**src/rtl/rnd_pkg.sv**
```systemverilog
package rnd_pkg;

    // Rounding-direction codes; the encoding is visible at the in_mode port.
    typedef enum logic [1:0] {
        RM_NEAREST = 2'b00,
        RM_TO_ZERO = 2'b01,
        RM_TO_NEG  = 2'b10,
        RM_TO_POS  = 2'b11
    } rnd_mode_e;

    // Output stage occupancy.
    typedef enum logic {
        ST_EMPTY = 1'b0,
        ST_FULL  = 1'b1
    } stage_st_e;

endpackage

```
**src/rtl/rnd_decide.sv**
```systemverilog
module rnd_decide
    import rnd_pkg::*;
(
    input  logic      sign,
    input  logic      guard,
    input  logic      rbit,
    input  logic      sticky,
    input  logic      lsb,
    input  rnd_mode_e mode,
    output logic      bump,
    output logic      inexact
);

    logic lost;

    always_comb begin
        lost    = guard | rbit | sticky;
        inexact = lost;
        bump    = 1'b0;
        unique case (mode)
            RM_NEAREST: bump = guard & (rbit | sticky | lsb);
            RM_TO_ZERO: bump = 1'b0;
            RM_TO_NEG:  bump = lost & sign;
            RM_TO_POS:  bump = lost & ~sign;
            default:    bump = guard & (rbit | sticky | lsb);
        endcase
    end

endmodule

```
**src/rtl/rnd_incr.sv**
```systemverilog
module rnd_incr #(
    parameter int W = 26
) (
    input  logic [W-1:0] a,
    input  logic         inc,
    output logic [W-1:0] sum
);

    logic [W-1:0] carry;

    assign carry[0] = inc;

    // Ripple half-adder chain; the carry out of the top bit is dropped.
    for (genvar i = 0; i < W; i++) begin : g_bit
        assign sum[i] = a[i] ^ carry[i];
        if (i < W - 1) begin : g_cy
            assign carry[i+1] = a[i] & carry[i];
        end
    end

endmodule

```
**src/rtl/rnd_core.sv**
```systemverilog
module rnd_core
    import rnd_pkg::*;
#(
    parameter int SIG_W = 28,
    localparam int KEEP_W = SIG_W - 2
) (
    input  logic              sign,
    input  logic [SIG_W-1:0]  sig,
    input  logic              sticky,
    input  rnd_mode_e         mode,
    output logic [KEEP_W-1:0] kept,
    output logic              up,
    output logic              inexact
);

    logic [KEEP_W-1:0] trunc;

    assign trunc = sig[SIG_W-1:2];

    rnd_decide u_dec (
        .sign    (sign),
        .guard   (sig[1]),
        .rbit    (sig[0]),
        .sticky  (sticky),
        .lsb     (sig[2]),
        .mode    (mode),
        .bump    (up),
        .inexact (inexact)
    );

    rnd_incr #(.W(KEEP_W)) u_inc (
        .a   (trunc),
        .inc (up),
        .sum (kept)
    );

endmodule

```
**src/rtl/rnd_unit.sv**
```systemverilog
module rnd_unit
    import rnd_pkg::*;
#(
    parameter int SIG_W      = 28,
    parameter bit REGISTERED = 1'b1,
    localparam int KEEP_W    = SIG_W - 2
) (
    input  logic              clk,
    input  logic              rst_n,
    input  logic              in_valid,
    input  logic              in_sign,
    input  logic [SIG_W-1:0]  in_sig,
    input  logic              in_sticky,
    input  logic [1:0]        in_mode,
    output logic              out_valid,
    output logic [KEEP_W-1:0] out_sig,
    output logic              out_up,
    output logic              out_inexact
);

    logic [KEEP_W-1:0] c_sig;
    logic              c_up;
    logic              c_inexact;

    rnd_core #(.SIG_W(SIG_W)) u_core (
        .sign    (in_sign),
        .sig     (in_sig),
        .sticky  (in_sticky),
        .mode    (rnd_mode_e'(in_mode)),
        .kept    (c_sig),
        .up      (c_up),
        .inexact (c_inexact)
    );

    if (REGISTERED) begin : g_reg
        stage_st_e         st_q, st_d;
        logic [KEEP_W-1:0] sig_q;
        logic              up_q;
        logic              inx_q;

        // Next-state: accept / stream / drain / idle.
        always_comb begin
            st_d = st_q;
            unique case (st_q)
                ST_EMPTY: st_d = in_valid ? ST_FULL : ST_EMPTY;
                ST_FULL:  st_d = in_valid ? ST_FULL : ST_EMPTY;
                default:  st_d = ST_EMPTY;
            endcase
        end

        always_ff @(posedge clk or negedge rst_n) begin
            if (!rst_n) begin
                st_q <= ST_EMPTY;
            end else begin
                st_q <= st_d;
            end
        end

        // Result register loads only with a valid operand.
        always_ff @(posedge clk or negedge rst_n) begin
            if (!rst_n) begin
                sig_q <= '0;
                up_q  <= 1'b0;
                inx_q <= 1'b0;
            end else if (in_valid) begin
                sig_q <= c_sig;
                up_q  <= c_up;
                inx_q <= c_inexact;
            end
        end

        assign out_valid   = (st_q == ST_FULL);
        assign out_sig     = sig_q;
        assign out_up      = up_q;
        assign out_inexact = inx_q;

        AST_VALID_RISE: assert property (@(posedge clk) disable iff (!rst_n)
            in_valid |=> out_valid);
        AST_VALID_FALL: assert property (@(posedge clk) disable iff (!rst_n)
            !in_valid |=> !out_valid);
        AST_HOLD_RESULT: assert property (@(posedge clk) disable iff (!rst_n)
            !in_valid |=> ($stable(out_sig) && $stable(out_up) && $stable(out_inexact)));
        AST_EXACT_PASS: assert property (@(posedge clk) disable iff (!rst_n)
            (in_valid && in_sig[1:0] == 2'b00 && !in_sticky)
            |=> (!out_inexact && !out_up && out_sig == $past(in_sig[SIG_W-1:2])));
        AST_LOSS_FLAGGED: assert property (@(posedge clk) disable iff (!rst_n)
            (in_valid && (in_sig[1:0] != 2'b00 || in_sticky)) |=> out_inexact);
        AST_RTZ_NO_BUMP: assert property (@(posedge clk) disable iff (!rst_n)
            (in_valid && in_mode == 2'b01) |=> !out_up);
        AST_NEG_DIR_POS: assert property (@(posedge clk) disable iff (!rst_n)
            (in_valid && in_mode == 2'b10 && !in_sign) |=> !out_up);
        AST_POS_DIR_NEG: assert property (@(posedge clk) disable iff (!rst_n)
            (in_valid && in_mode == 2'b11 && in_sign) |=> !out_up);
        AST_NEAR_NO_GUARD: assert property (@(posedge clk) disable iff (!rst_n)
            (in_valid && in_mode == 2'b00 && !in_sig[1]) |=> !out_up);
    end else begin : g_comb
        assign out_valid   = in_valid;
        assign out_sig     = c_sig;
        assign out_up      = c_up;
        assign out_inexact = c_inexact;
    end

endmodule

```
**config.mk**
```make
export PLATFORM = sky130hd
export DESIGN_NAME = rnd_unit
export DESIGN_NICKNAME = d
export VERILOG_FILES = /design/src/rtl/rnd_pkg.sv /design/src/rtl/rnd_decide.sv /design/src/rtl/rnd_incr.sv /design/src/rtl/rnd_core.sv /design/src/rtl/rnd_unit.sv
export SDC_FILE = /design/constraint.sdc
export NUM_CORES = 1
export LEC_CHECK = 0
export BUFFER_PORTS_ARGS = -buffer_cell sky130_fd_sc_hd__buf_2
export CAP_MARGIN = 20
export CORE_MARGIN = 3
export CORE_UTILIZATION = 42
export CTS_CLUSTER_DIAMETER = 30
export DETAILED_ROUTE_END_ITERATION = 6
export PLACE_DENSITY = 0.75
export SLEW_MARGIN = 20
export SYNTH_ARGS = -nofsm -noshare
export SYNTH_HDL_FRONTEND = slang
export SYNTH_SLANG_ARGS = --single-unit
export TNS_END_PERCENT = 50
```
**constraint.sdc**
```tcl
create_clock -name clk -period 0.8 [get_ports clk]
set_input_delay 0.12 -clock clk [delete_from_list [all_inputs] [get_ports clk]]
set_output_delay 0.12 -clock clk [all_outputs]
set_load 0.005 [all_outputs]
```
* Word level (Yosys, flattened, before mapping)
Cells that the tools add are included.
** Storage, ports and cells
- Register bits :: 29
- Word-level logic and storage cells :: 69
** Operators by class
- Equal/unequal tests :: 3
- Mux-type cells :: 2
- Bitwise logic cells :: 59
- Reduce and logical (&&, ||, !) cells :: 1
** Operators with widths (count)
- 1-bit AND :: 28
- 1-bit XOR :: 26
- 2-bit equality test (second input constant) :: 2
- 1-bit bitwise OR :: 4
- 1-bit one-hot mux with 4 select lines :: 1
- 2-bit by 1-bit equality test with 1-bit output (second input constant) :: 1
- 2-bit logical NOT :: 1
- 1-bit two-way mux :: 1
- 1-bit inverter :: 1

* Depth between registers and ports, before layout
Gate-level depths: netlist (run 1).
- Depth after elaboration :: 30
- Depth in mapped cells :: 30
- Gate-level depth less buffers :: 30

* By module
A second synthesis (run 1) with hierarchy kept.
** Second synthesis, totals
- Cell total of the unflattened synthesis :: 93
- Area total of the unflattened synthesis :: 1531.5 um^2
** Modules (own cells, without submodules)
- rnd_unit :: times used 1, cells an instance 60, area each 1167.4 um^2, sequential area each 725.7 um^2
- rnd_incr :: times used 1, cells an instance 26, area each 321.6 um^2, sequential area each 0.0 um^2
- rnd_decide :: times used 1, cells an instance 7, area each 42.5 um^2, sequential area each 0.0 um^2

* Worst setup path after synthesis (run 1)
Ideal clock, no wire load.
- Path type :: in2reg
- Start :: input in_sig[0]
- End :: register g_reg.sig_q[24] (netlist: out_sig[24])
- Library setup time :: 125 ps
- Arrival time :: 5258 ps
- Required time :: 675 ps
- Path slack :: -4583 ps
- Cell stages on the path :: 29
- Path buffers :: 0
- Path through :: or3_1 nand3_1 nand2_1 ha_1 ha_1 ha_1 ha_1 ha_1 ha_1 ha_1 ha_1 ha_1 ha_1 ha_1 ha_1 ha_1 ha_1 ha_1 ha_1 ha_1 ha_1 ha_1 ha_1 ha_1 ha_1 ha_1 ha_1 ha_1 mux2_2
** Between the ends
- Longest elaborated chain between the ends :: 29
** RTL lines
- from (decl) :: RTL line rnd_unit.sv:12 : input logic [SIG_W-1:0] in_sig,
- 1-bit bitwise OR, on equally long branches (2 in a row)
- 1-bit AND, on equally long branches
- 1-bit one-hot mux with 4 select lines * :: RTL line rnd_decide.sv:20 : unique case (mode)
- via c_up :: RTL line rnd_unit.sv:22 : logic c_up;
- 1-bit AND * (24 in a row) :: RTL line rnd_incr.sv:17 : assign carry[i+1] = a[i] & carry[i];
- 1-bit XOR * :: RTL line rnd_incr.sv:15 : assign sum[i] = a[i] ^ carry[i];
- via c_sig[24] :: RTL line rnd_unit.sv:21 : logic [KEEP_W-1:0] c_sig;
- to (signal assigned) :: RTL line rnd_unit.sv:66 : sig_q <= c_sig;
- to (decl) :: RTL line rnd_unit.sv:37 : logic [KEEP_W-1:0] sig_q;
The timed path passes the listed nets; every way through them passes the cells marked *.
A chain may end at the register's enable or synchronous reset.

* Worst setup path after layout (run 1)
- Start :: input in_sticky
- End :: register g_reg.sig_q[24] (netlist: out_sig[24])
** Between the ends
- Longest elaborated chain between the ends :: 29
** RTL lines
- from (decl) :: RTL line rnd_unit.sv:13 : input logic in_sticky,
- 1-bit bitwise OR (2 in a row)
- 1-bit AND
- 1-bit one-hot mux with 4 select lines * :: RTL line rnd_decide.sv:20
- via c_up :: RTL line rnd_unit.sv:22
- 1-bit AND * (24 in a row) :: RTL line rnd_incr.sv:17
- 1-bit XOR * :: RTL line rnd_incr.sv:15
- via c_sig[24] :: RTL line rnd_unit.sv:21
Marks and branches as above.

==> results.py, run 1 <==
metrics = {
    "outcome": {
        "outcome": "finished with violations",
        "violations_in_the_final_reports": "setup timing",
    },
    "clocking": {
        "cts_tree": "yes",
        "cts-buffers-inserted": 5,
        "cts.root.buffer_cell": "clkbuf_4",
        "cts_buffer_depth": 2,
        "cts_h_tree_depth": 2,
        "insertion_delay_ns": 0.31,
        "cts.reportedPaths.clkPinSlew_ns": 0.09,
        "clock_sink_total": 29,
    },
    "setup_path": {
        "criticalPathCategory": "input port to flip-flop",
        "most_common_cell_on_crit_path": "ha_4",
        "data_arrival_time_of_the_critical_path_ns": 4.91,
        "crit_fanout": 2,
        "timing.critical_path.from_type": "input port",
        "worst_r2r_path_depth": 2,
        "worst-path-stages": 30,
        "delay_of_the_slowest_cell_on_the_worst_path_ns": 0.39,
        "end_kind": "flip-flop",
        "critPathBufInv": 1,
        "cp.required_ns": 1.00,
        "critPathSlowestCell": "or3_4",
        "critical-path-top-delay-family": "adder cells",
    },
    "timing": {
        "worst_slew_pin_slew_ns": 0.280,
        "maxClockFrequency_ghz": 0.212,
        "pins_over_their_slew_limit": 0,
        "final_worst_path_cycle_share_pct": 589,
        "grt_setup_unrepaired": "true",
        "timing.final.setup_violations": 55,
        "setup_total_negative_slack_ns": -60.00,
        "finClkSkew_ns": 0,
        "setup_ws_ns": -3.91,
        "post_route_hold_slack_ns": 0.0928,
        "slew_headroom_pct": 81.2,
        "final_hold_viols": 0,
        "timing.final.crit_period_ns": 4.71,
    },
    "floorplan": {
        "rows": 20,
        "core_area_sq_mm": 0.00313,
        "ios": 64,
        "die-width_um": 64.1,
        "total_die_area_sq_mm": 0.00410,
        "start_util_pct": 45.3,
        "die-height_um": 64.1,
    },
    "min_path": {
        "hold_path_depth": 3,
        "path_category_of_the_worst_min_delay_check": "input port to flip-flop",
    },
    "global_route": {
        "grt_start_max_net_pins": 30,
        "number_of_global_route_vias_before_repair": 1172,
        "global_route_wire_length_before_repair_um": 5710,
        "globalRouteTotalUtil_pct": 18.6,
        "grt_overflow_total": 0,
        "antenna_found_initial": 0,
    },
    "power": {
        "power_report.internal_total_uw": 2870,
        "peakVddDrop_mv": 1.33,
        "p_comb_share_pct": 21.9,
        "pwr_density_cell_mw_per_mm2": 1550,
        "power.net_switching_uw": 896,
        "pwr-share-seq_pct": 45.1,
        "leakage_uw": 0.00113,
        "design_power_total_uw": 3770,
        "netSwitchingFraction_pct": 23.8,
        "share_clk_of_total_power_pct": 33.0,
    },
    "yosys": {
        "synth_nets": 154,
        "synth.cell_area_sq_mm": 0.00142,
        "synth.yosys.warnings": 0,
        "yosysUniqueCellTypes": 14,
        "synth-seq-area-share_pct": 51.2,
        "ys_ff_latch": 29,
        "synthCells": 94,
        "postSynthAreaPerCell_sq_um": 15.1,
    },
    "route": {
        "drt-initial-drc-count": 14,
        "post_drt_wl_per_cell_um": 15.6,
        "num_vias": 1041,
        "totalWireLength_um": 3350,
        "drc": 0,
        "drt_first_pass_iters": 4,
        "viasPerCell": 4.84,
        "detail-route-antenna-nets": 0,
    },
    "finish": {
        "fillerInstances": 193,
        "design.final.nets": 230,
        "synthToLayoutAreaGrowth_pct": 71.1,
        "insertedDiodeCount": 0,
        "layout_cell_share_with_drive_strength_beyond_1_pct": 78.9,
    },
    "run": {
        "max_cap_viol_count": 0,
    },
    "placed_design": {
        "place_congestion": 0.710,
        "dp_hpwl_um": 2470,
        "port-buffer-count": 63,
    },
}
## tightest hold or removal path, stage by stage
cell and delay (ns):
buf_2 0.10, xnor2_2 0.10, a21oi_1 0.05
## cell usage after synthesis
library cell / count / area share, %
nand3_1: 1 / 0.35
mux2_2: 26 / 21
a31oi_1: 1 / 0.44
a21oi_1: 1 / 0.35
xnor2_1: 1 / 0.62
xor2_1: 1 / 0.62
or4b_4: 1 / 0.97
dfrtp_1: 29 / 51
nor2_1: 2 / 0.53
nor3_1: 1 / 0.35
nand2_1: 1 / 0.26
buf_2: 3 / 1.1
ha_1: 25 / 22
or3_1: 1 / 0.44
## layer usage
metal,wire length [um],part of all wire (%),global-route usage (%)
met1,1340,40,21.3
met2,1730,52,30.7
met3,206,6.2,6.50
met4,63,1.9,9.16
met5,0,0,0
## metrics by stage
step	utilization [%]	setup slack (ns)	area [sq um]	instances
2_1_floorplan	-	-4.05	1760	94
3_5_place_dp	70.6	-4.33	2210	205
4_1_cts	76.6	-3.91	2400	214
6_report	77.5	-3.91	2420	215
5_1_grt	77.5	-3.98	2420	215
3_3_place_gp	70.6	-4.25	2210	205
## power groups by stage
stage               Sequential, uW  Combinational, uW  Clock [uW]
floorplan                     1740                287           0
global route                  1730                907        1360
CTS                           1700                817        1270
finish                        1700                825        1240
global placement              1720                702           0
detailed placement            1730                727           0
## cells by family (layout without fill, tap and decap cells)
group	Yosys count	after routing	synth area share [%]
muxes	26	26	20.7
and+or+nand+nor	7	7	2.91
AOI/OAI and AO/OA	2	2	0.795
xor gates and xnor gates	2	2	1.24
adders and majority gates	25	25	22.1
DFF	29	29	51.2
buffers and inverters	3	80	1.06
## registers in the layout, indices dropped and copies added (netlist names)
signal,count
out_valid,1
out_sig,26
out_up,1
out_inexact,1
## path summary, 6_finish.rpt
check | slack (ns) | startpoint | end
setup reg to reg | -0.08 | out_sig[17] | out_sig[17]
hold / removal | 0.09 | in_sig[27] | out_sig[25]
max in group asynchronous | 0.32 | rst_n | out_sig[2]
hold reg to reg | 0.51 | out_inexact | out_inexact
setup / recovery | -3.91 | in_sticky | out_sig[24]
min in group asynchronous | 0.31 | rst_n | out_valid
## what timing repair did
action                                 in CTS  in global routing
pin swaps                                   3                  1
buffers inserted                            0                  1
endpoints found under the hold margin      29                  0
hold buffers                                1                  0
setup endpoints to repair                  55                 55
gates resized for setup                    20                  4
## final cells by class
type	count	area, sq um	area share [%]
timing repair buffer	72	443	18.3
tap	44	55.1	2.27
clock inverter	1	30.0	1.24
sequential	29	726	29.9
clock buffer	7	55.1	2.27
multi-input combinational	62	1110	46.0
## placed cells by master (no fill, tap or decap), types with 2 or more instances in the layout
master	synthesis	routed
buf_6	0	2
clkbuf_4	0	5
ha_4	0	25
buf_4	0	4
mux2_4	0	25
buf_2	3	61
buf_12	0	3
dfrtp_1	29	29
nor2_1	2	2
No activity file was read; power rests on OpenSTA's default activity.
==> inputs of run 2 (changes only) <==
- PLACE_DENSITY: 0.75 -> 0.76
==> results.py, run 2 (synthesis gave the netlist of run 1 again) <==
metrics = {
    "placed_design": {
        "port-buffer-count": 63,
        "place_congestion": 0.727,
        "post-place-cells": 205,
        "dp_hpwl_um": 2620,
        "dpl_worst_slack_ns": -4.33,
    },
    "finish": {
        "fillerInstances": 206,
        "layoutNonFillerInstCount": 216,
        "largest_register_ffs": 26,
        "design.final.nets": 231,
        "layout_commonest_cell": "buf_2",
        "layout_cell_share_with_drive_strength_beyond_1_pct": 79.1,
        "most-common-layout-cells": "buf_2, dfrtp_1, mux2_4, ha_4, buf_4",
        "synthToLayoutAreaGrowth_pct": 71.3,
        "insertedDiodeCount": 0,
    },
    "global_route": {
        "grt_start_max_net_pins": 30,
        "global_route_wire_length_before_repair_um": 5960,
        "number_of_global_route_vias_before_repair": 1223,
        "globalRouteTotalUtil_pct": 19.9,
        "grt_overflow_total": 0,
        "antenna_found_initial": 0,
    },
    "floorplan": {
        "die-width_um": 64.1,
        "start_util_pct": 45.3,
        "total_die_area_sq_mm": 0.00410,
        "core_area_sq_mm": 0.00313,
        "ios": 64,
        "rows": 20,
        "die-height_um": 64.1,
    },
    "setup_path": {
        "delay_of_the_slowest_cell_on_the_worst_path_ns": 0.40,
        "worst_r2r_path_depth": 2,
        "criticalPathCategory": "input port to flip-flop",
        "critPathSlowestCell": "or3_4",
        "cp.required_ns": 1.02,
        "most_common_cell_on_crit_path": "ha_4",
        "data_arrival_time_of_the_critical_path_ns": 4.90,
        "crit_fanout": 2,
        "reg2reg_from": "out_sig[19]",
        "end_kind": "flip-flop",
        "flop_to_flop_setup_slack_ns": -0.10,
        "timing.critical_path.from_type": "input port",
        "rr_endpoint": "out_sig[19]",
    },
    "min_path": {
        "path_category_of_the_worst_min_delay_check": "input port to flip-flop",
        "hold-path-endpoint": "out_sig[25]",
        "min-delay-start": "in_sig[27]",
        "hold_path_depth": 3,
    },
    "timing": {
        "final_worst_path_cycle_share_pct": 585,
        "setup_total_negative_slack_ns": -60.31,
        "setup_ws_ns": -3.88,
        "grt_setup_unrepaired": "true",
        "slew_headroom_pct": 80.1,
        "final_hold_viols": 0,
        "post_route_hold_slack_ns": 0.0771,
        "finClkSkew_ns": 0,
        "maxClockFrequency_ghz": 0.214,
        "timing.final.setup_violations": 55,
        "timing.final.crit_period_ns": 4.68,
        "worst_slew_pin_slew_ns": 0.298,
        "pins_over_their_slew_limit": 0,
    },
    "route": {
        "viasPerCell": 4.91,
        "totalWireLength_um": 3530,
        "drt_first_pass_iters": 2,
        "drt-initial-drc-count": 21,
        "drc": 0,
        "detail-route-antenna-nets": 0,
        "post_drt_wl_per_cell_um": 16.3,
        "num_vias": 1060,
    },
    "clocking": {
        "clock_sink_total": 29,
        "insertion_delay_ns": 0.33,
        "cts-buffers-inserted": 5,
        "cts_buffer_depth": 2,
        "cts.root.buffer_cell": "clkbuf_4",
        "cts.reportedPaths.clkPinSlew_ns": 0.09,
        "cts_tree": "yes",
        "cts_h_tree_depth": 2,
    },
    "outcome": {
        "outcome": "finished with violations",
        "violations_in_the_final_reports": "setup timing",
    },
    "power": {
        "leakage_uw": 0.00114,
        "pwr_density_cell_mw_per_mm2": 1570,
        "peakVddDrop_mv": 1.42,
    },
    "run": {
        "max_cap_viol_count": 0,
    },
}
run 2: layout make-up:
| class | count | area (sq um) | share of cell area, % |
|---|---|---|---|
| well taps | 44 | 55.1 | 2.27 |
| clock inverters | 1 | 30.0 | 1.24 |
| flip-flops and latches | 29 | 726 | 29.9 |
| multi-input cells | 62 | 1120 | 46.2 |
| clock buffers | 7 | 55.1 | 2.27 |
| repair buffers | 73 | 440 | 18.2 |
run 2: critical path, delay by kind of cell:
kind	cells	cell delay, ns
buffers and inverters	1	0.09
AND/OR/NAND/NOR	3	0.54
adder cells (fa/ha/maj)	25	3.87
multiplexers	1	0.25
run 2: repair_timing:
| action | in CTS | in global routing |
|---|---|---|
| pin swaps | 7 | 2 |
| setup endpoints to repair | 55 | 55 |
| buffers inserted | 0 | 2 |
| hold buffers | 1 | 0 |
| resized for setup | 23 | 2 |
| endpoints found under the hold margin | 29 | 0 |
run 2: power by group:
group	total (uW)	internal, uW	switching [uW]	leakage (uW)
Clock	1270	746	524	0.0000455
Combinational	836	509	327	0.000754
Sequential	1700	1620	84.3	0.000336
Total	3810	2880	935	0.00114
run 2: worst max-delay path by stage:
stage,from,to,cells after the start
after detailed placement,in_sticky,out_sig[24],30
after global placement,in_sticky,out_sig[24],30
after CTS,in_sig[0],out_sig[24],30
after global routing,in_sig[0],out_sig[24],30
after floorplan,in_sticky,out_sig[24],29
final,in_sig[0],out_sig[24],30
run 2: per-stage QoR:
stage	total power [uW]	cell area, sq um	utilization [%]
after global placement	2400	2200	70.2
after floorplan	2030	1760	-
after CTS	3850	2400	76.7
after global routing	4040	2430	77.6
final	3810	2430	77.6
after detailed placement	2460	2200	70.2
run 2: layer usage:
layer  vias up  track usage, %  part of all wire, %
li1        497               -                    -
met1       515            20.2                   36
met4         0            9.16                  2.7
met5         -               0                    0
met3         9            8.08                  6.2
met2        39            35.4                   55
==> inputs of run 3 (changes only) <==
- CTS_BUF_LIST: unset -> sky130_fd_sc_hd__clkbuf_8
==> results.py, run 3 (synthesis gave the netlist of run 1 again) <==
metrics = {
    "route": {
        "drc": 0,
        "totalWireLength_um": 3580,
        "detail-route-antenna-nets": 0,
        "num_vias": 1058,
        "post_drt_wl_per_cell_um": 16.4,
        "drt-initial-drc-count": 26,
        "drt_first_pass_iters": 2,
        "viasPerCell": 4.85,
    },
    "setup_path": {
        "reg2reg_from": "out_sig[19]",
        "critPathBufInv": 1,
        "endpoint": "out_sig[24]",
        "crit_path_start": "in_sig[0]",
        "delay_of_the_slowest_cell_on_the_worst_path_ns": 0.40,
        "worst-path-stages": 30,
        "criticalPathCategory": "input port to flip-flop",
        "worst_r2r_path_depth": 2,
        "end_kind": "flip-flop",
        "cp.required_ns": 0.96,
        "flop_to_flop_setup_slack_ns": -0.09,
        "crit_fanout": 2,
        "critPathSlowestCell": "or3_4",
        "data_arrival_time_of_the_critical_path_ns": 4.91,
        "critical-path-top-delay-family": "adder cells",
        "rr_endpoint": "out_sig[19]",
        "timing.critical_path.from_type": "input port",
        "most_common_cell_on_crit_path": "ha_4",
    },
    "finish": {
        "most-common-layout-cells": "buf_2, dfrtp_1, mux2_4, ha_4, buf_4",
        "layoutNonFillerInstCount": 218,
        "largest_register_ffs": 26,
        "layout_cell_share_with_drive_strength_beyond_1_pct": 79.3,
        "postLayoutCellArea_sq_mm": 0.00247,
        "post-route-util_pct": 78.8,
        "design.final.nets": 233,
        "insertedDiodeCount": 0,
        "synthToLayoutAreaGrowth_pct": 74.1,
        "layout_commonest_cell": "buf_2",
    },
    "outcome": {
        "outcome": "finished with violations",
        "violations_in_the_final_reports": "setup timing",
    },
    "timing": {
        "final_hold_viols": 0,
        "finClkSkew_ns": 0,
        "worst_slew_pin_slew_ns": 0.294,
        "final_worst_path_cycle_share_pct": 594,
        "slew_headroom_pct": 80.3,
        "pins_over_their_slew_limit": 0,
        "timing.final.crit_period_ns": 4.75,
        "maxClockFrequency_ghz": 0.211,
        "setup_ws_ns": -3.95,
        "grt_setup_unrepaired": "true",
        "timing.final.setup_violations": 56,
    },
    "placed_design": {
        "dp_hpwl_um": 2620,
        "place_congestion": 0.727,
        "post-place-cells": 205,
        "port-buffer-count": 63,
        "postPlaceCellArea_sq_mm": 0.00220,
    },
    "global_route": {
        "grt_overflow_total": 0,
        "number_of_global_route_vias_before_repair": 1231,
        "antenna_found_initial": 0,
        "globalRouteTotalUtil_pct": 19.8,
        "grt_start_max_net_pins": 30,
        "global_route_wire_length_before_repair_um": 6070,
    },
    "power": {
        "leakage_uw": 0.00116,
        "pwr_density_cell_mw_per_mm2": 1660,
        "peakVddDrop_mv": 1.60,
        "design_power_total_uw": 4100,
    },
    "clocking": {
        "cts_h_tree_depth": 2,
        "insertion_delay_ns": 0.27,
        "cts.reportedPaths.clkPinSlew_ns": 0.06,
        "cts_buffer_depth": 2,
        "cts_tree": "yes",
        "cts.root.buffer_cell": "clkbuf_8",
        "clock_sink_total": 29,
        "cts-buffers-inserted": 5,
    },
    "floorplan": {
        "die-height_um": 64.1,
        "core_area_sq_mm": 0.00313,
        "ios": 64,
        "rows": 20,
        "die-width_um": 64.1,
        "total_die_area_sq_mm": 0.00410,
        "start_util_pct": 45.3,
    },
    "run": {
        "max_cap_viol_count": 0,
    },
    "min_path": {
        "path_category_of_the_worst_min_delay_check": "input port to flip-flop",
    },
}
==> run 3: changes by cell type in the layout (fill, tap and decap cells not counted) <==
cell / delta
buf_4: +2
inv_1: +1
clkbuf_1: -1
clkbuf_4: -5
buf_6: -1
clkbuf_8: +5
buf_2: +1
==> run 3: area by class of cell <==
cell class,instances,area [sq um]
clock buffers,6,82.6
clock inverters,2,33.8
fillers,195,662
multi-input cells,62,1120
flip-flops and latches,29,726
well taps,44,55.1
repair buffers,75,449
==> run 3: where the power goes <==
group	switching, uW	leakage, uW	internal, uW
registers	87.6	0.000336	1620
clock network	539	0.0000626	1000
logic	333	0.000761	518
total	959	0.00116	3140
==> run 3: worst min path at each step <==
stage / slack [ns] / start / endpoint / depth (start not counted)
final: 0.14 / in_sig[27] / out_sig[25] / 3
after global routing: 0.13 / in_sig[27] / out_sig[25] / 3
after CTS: 0.13 / in_sig[27] / out_sig[25] / 3
after detailed placement: 0.08 / rst_n / out_sig[16] / 2
after global placement: 0.08 / rst_n / out_sig[17] / 2
after floorplan: -0.18 / rst_n / out_inexact / 0
==> run 3: what timing repair did <==
action,in CTS,in global routing
gates cloned,0,0
resized for setup,23,1
hold buffers,1,0
endpoints found under the setup margin,56,56
setup buffers,2,2
pin swaps,7,2
endpoints found under the hold margin,29,0
==> run 3: per-layer routing <==
layer	part of all wire, %	global-route usage (%)
met5	0	0
met4	1.8	8.09
met3	5.3	5.27
met2	56	36.3
met1	37	21.4
==> run 3: stage by stage <==
step	setup WS, ns	TNS (ns)	hold WS, ns
after floorplan	-4.05	-60.37	-0.176
after global placement	-4.25	-66.01	0.0771
after global routing	-4.04	-62.67	0.135
final	-3.95	-60.26	0.138
after detailed placement	-4.33	-67.52	0.0797
after CTS	-3.96	-60.30	0.126
==> run 3: tightest hold or removal path, delay by kind of cell <==
family / cells / cell delay (ns)
buf+inv: 1 / 0.10
compound gates: 1 / 0.05
xor+xnor: 1 / 0.11
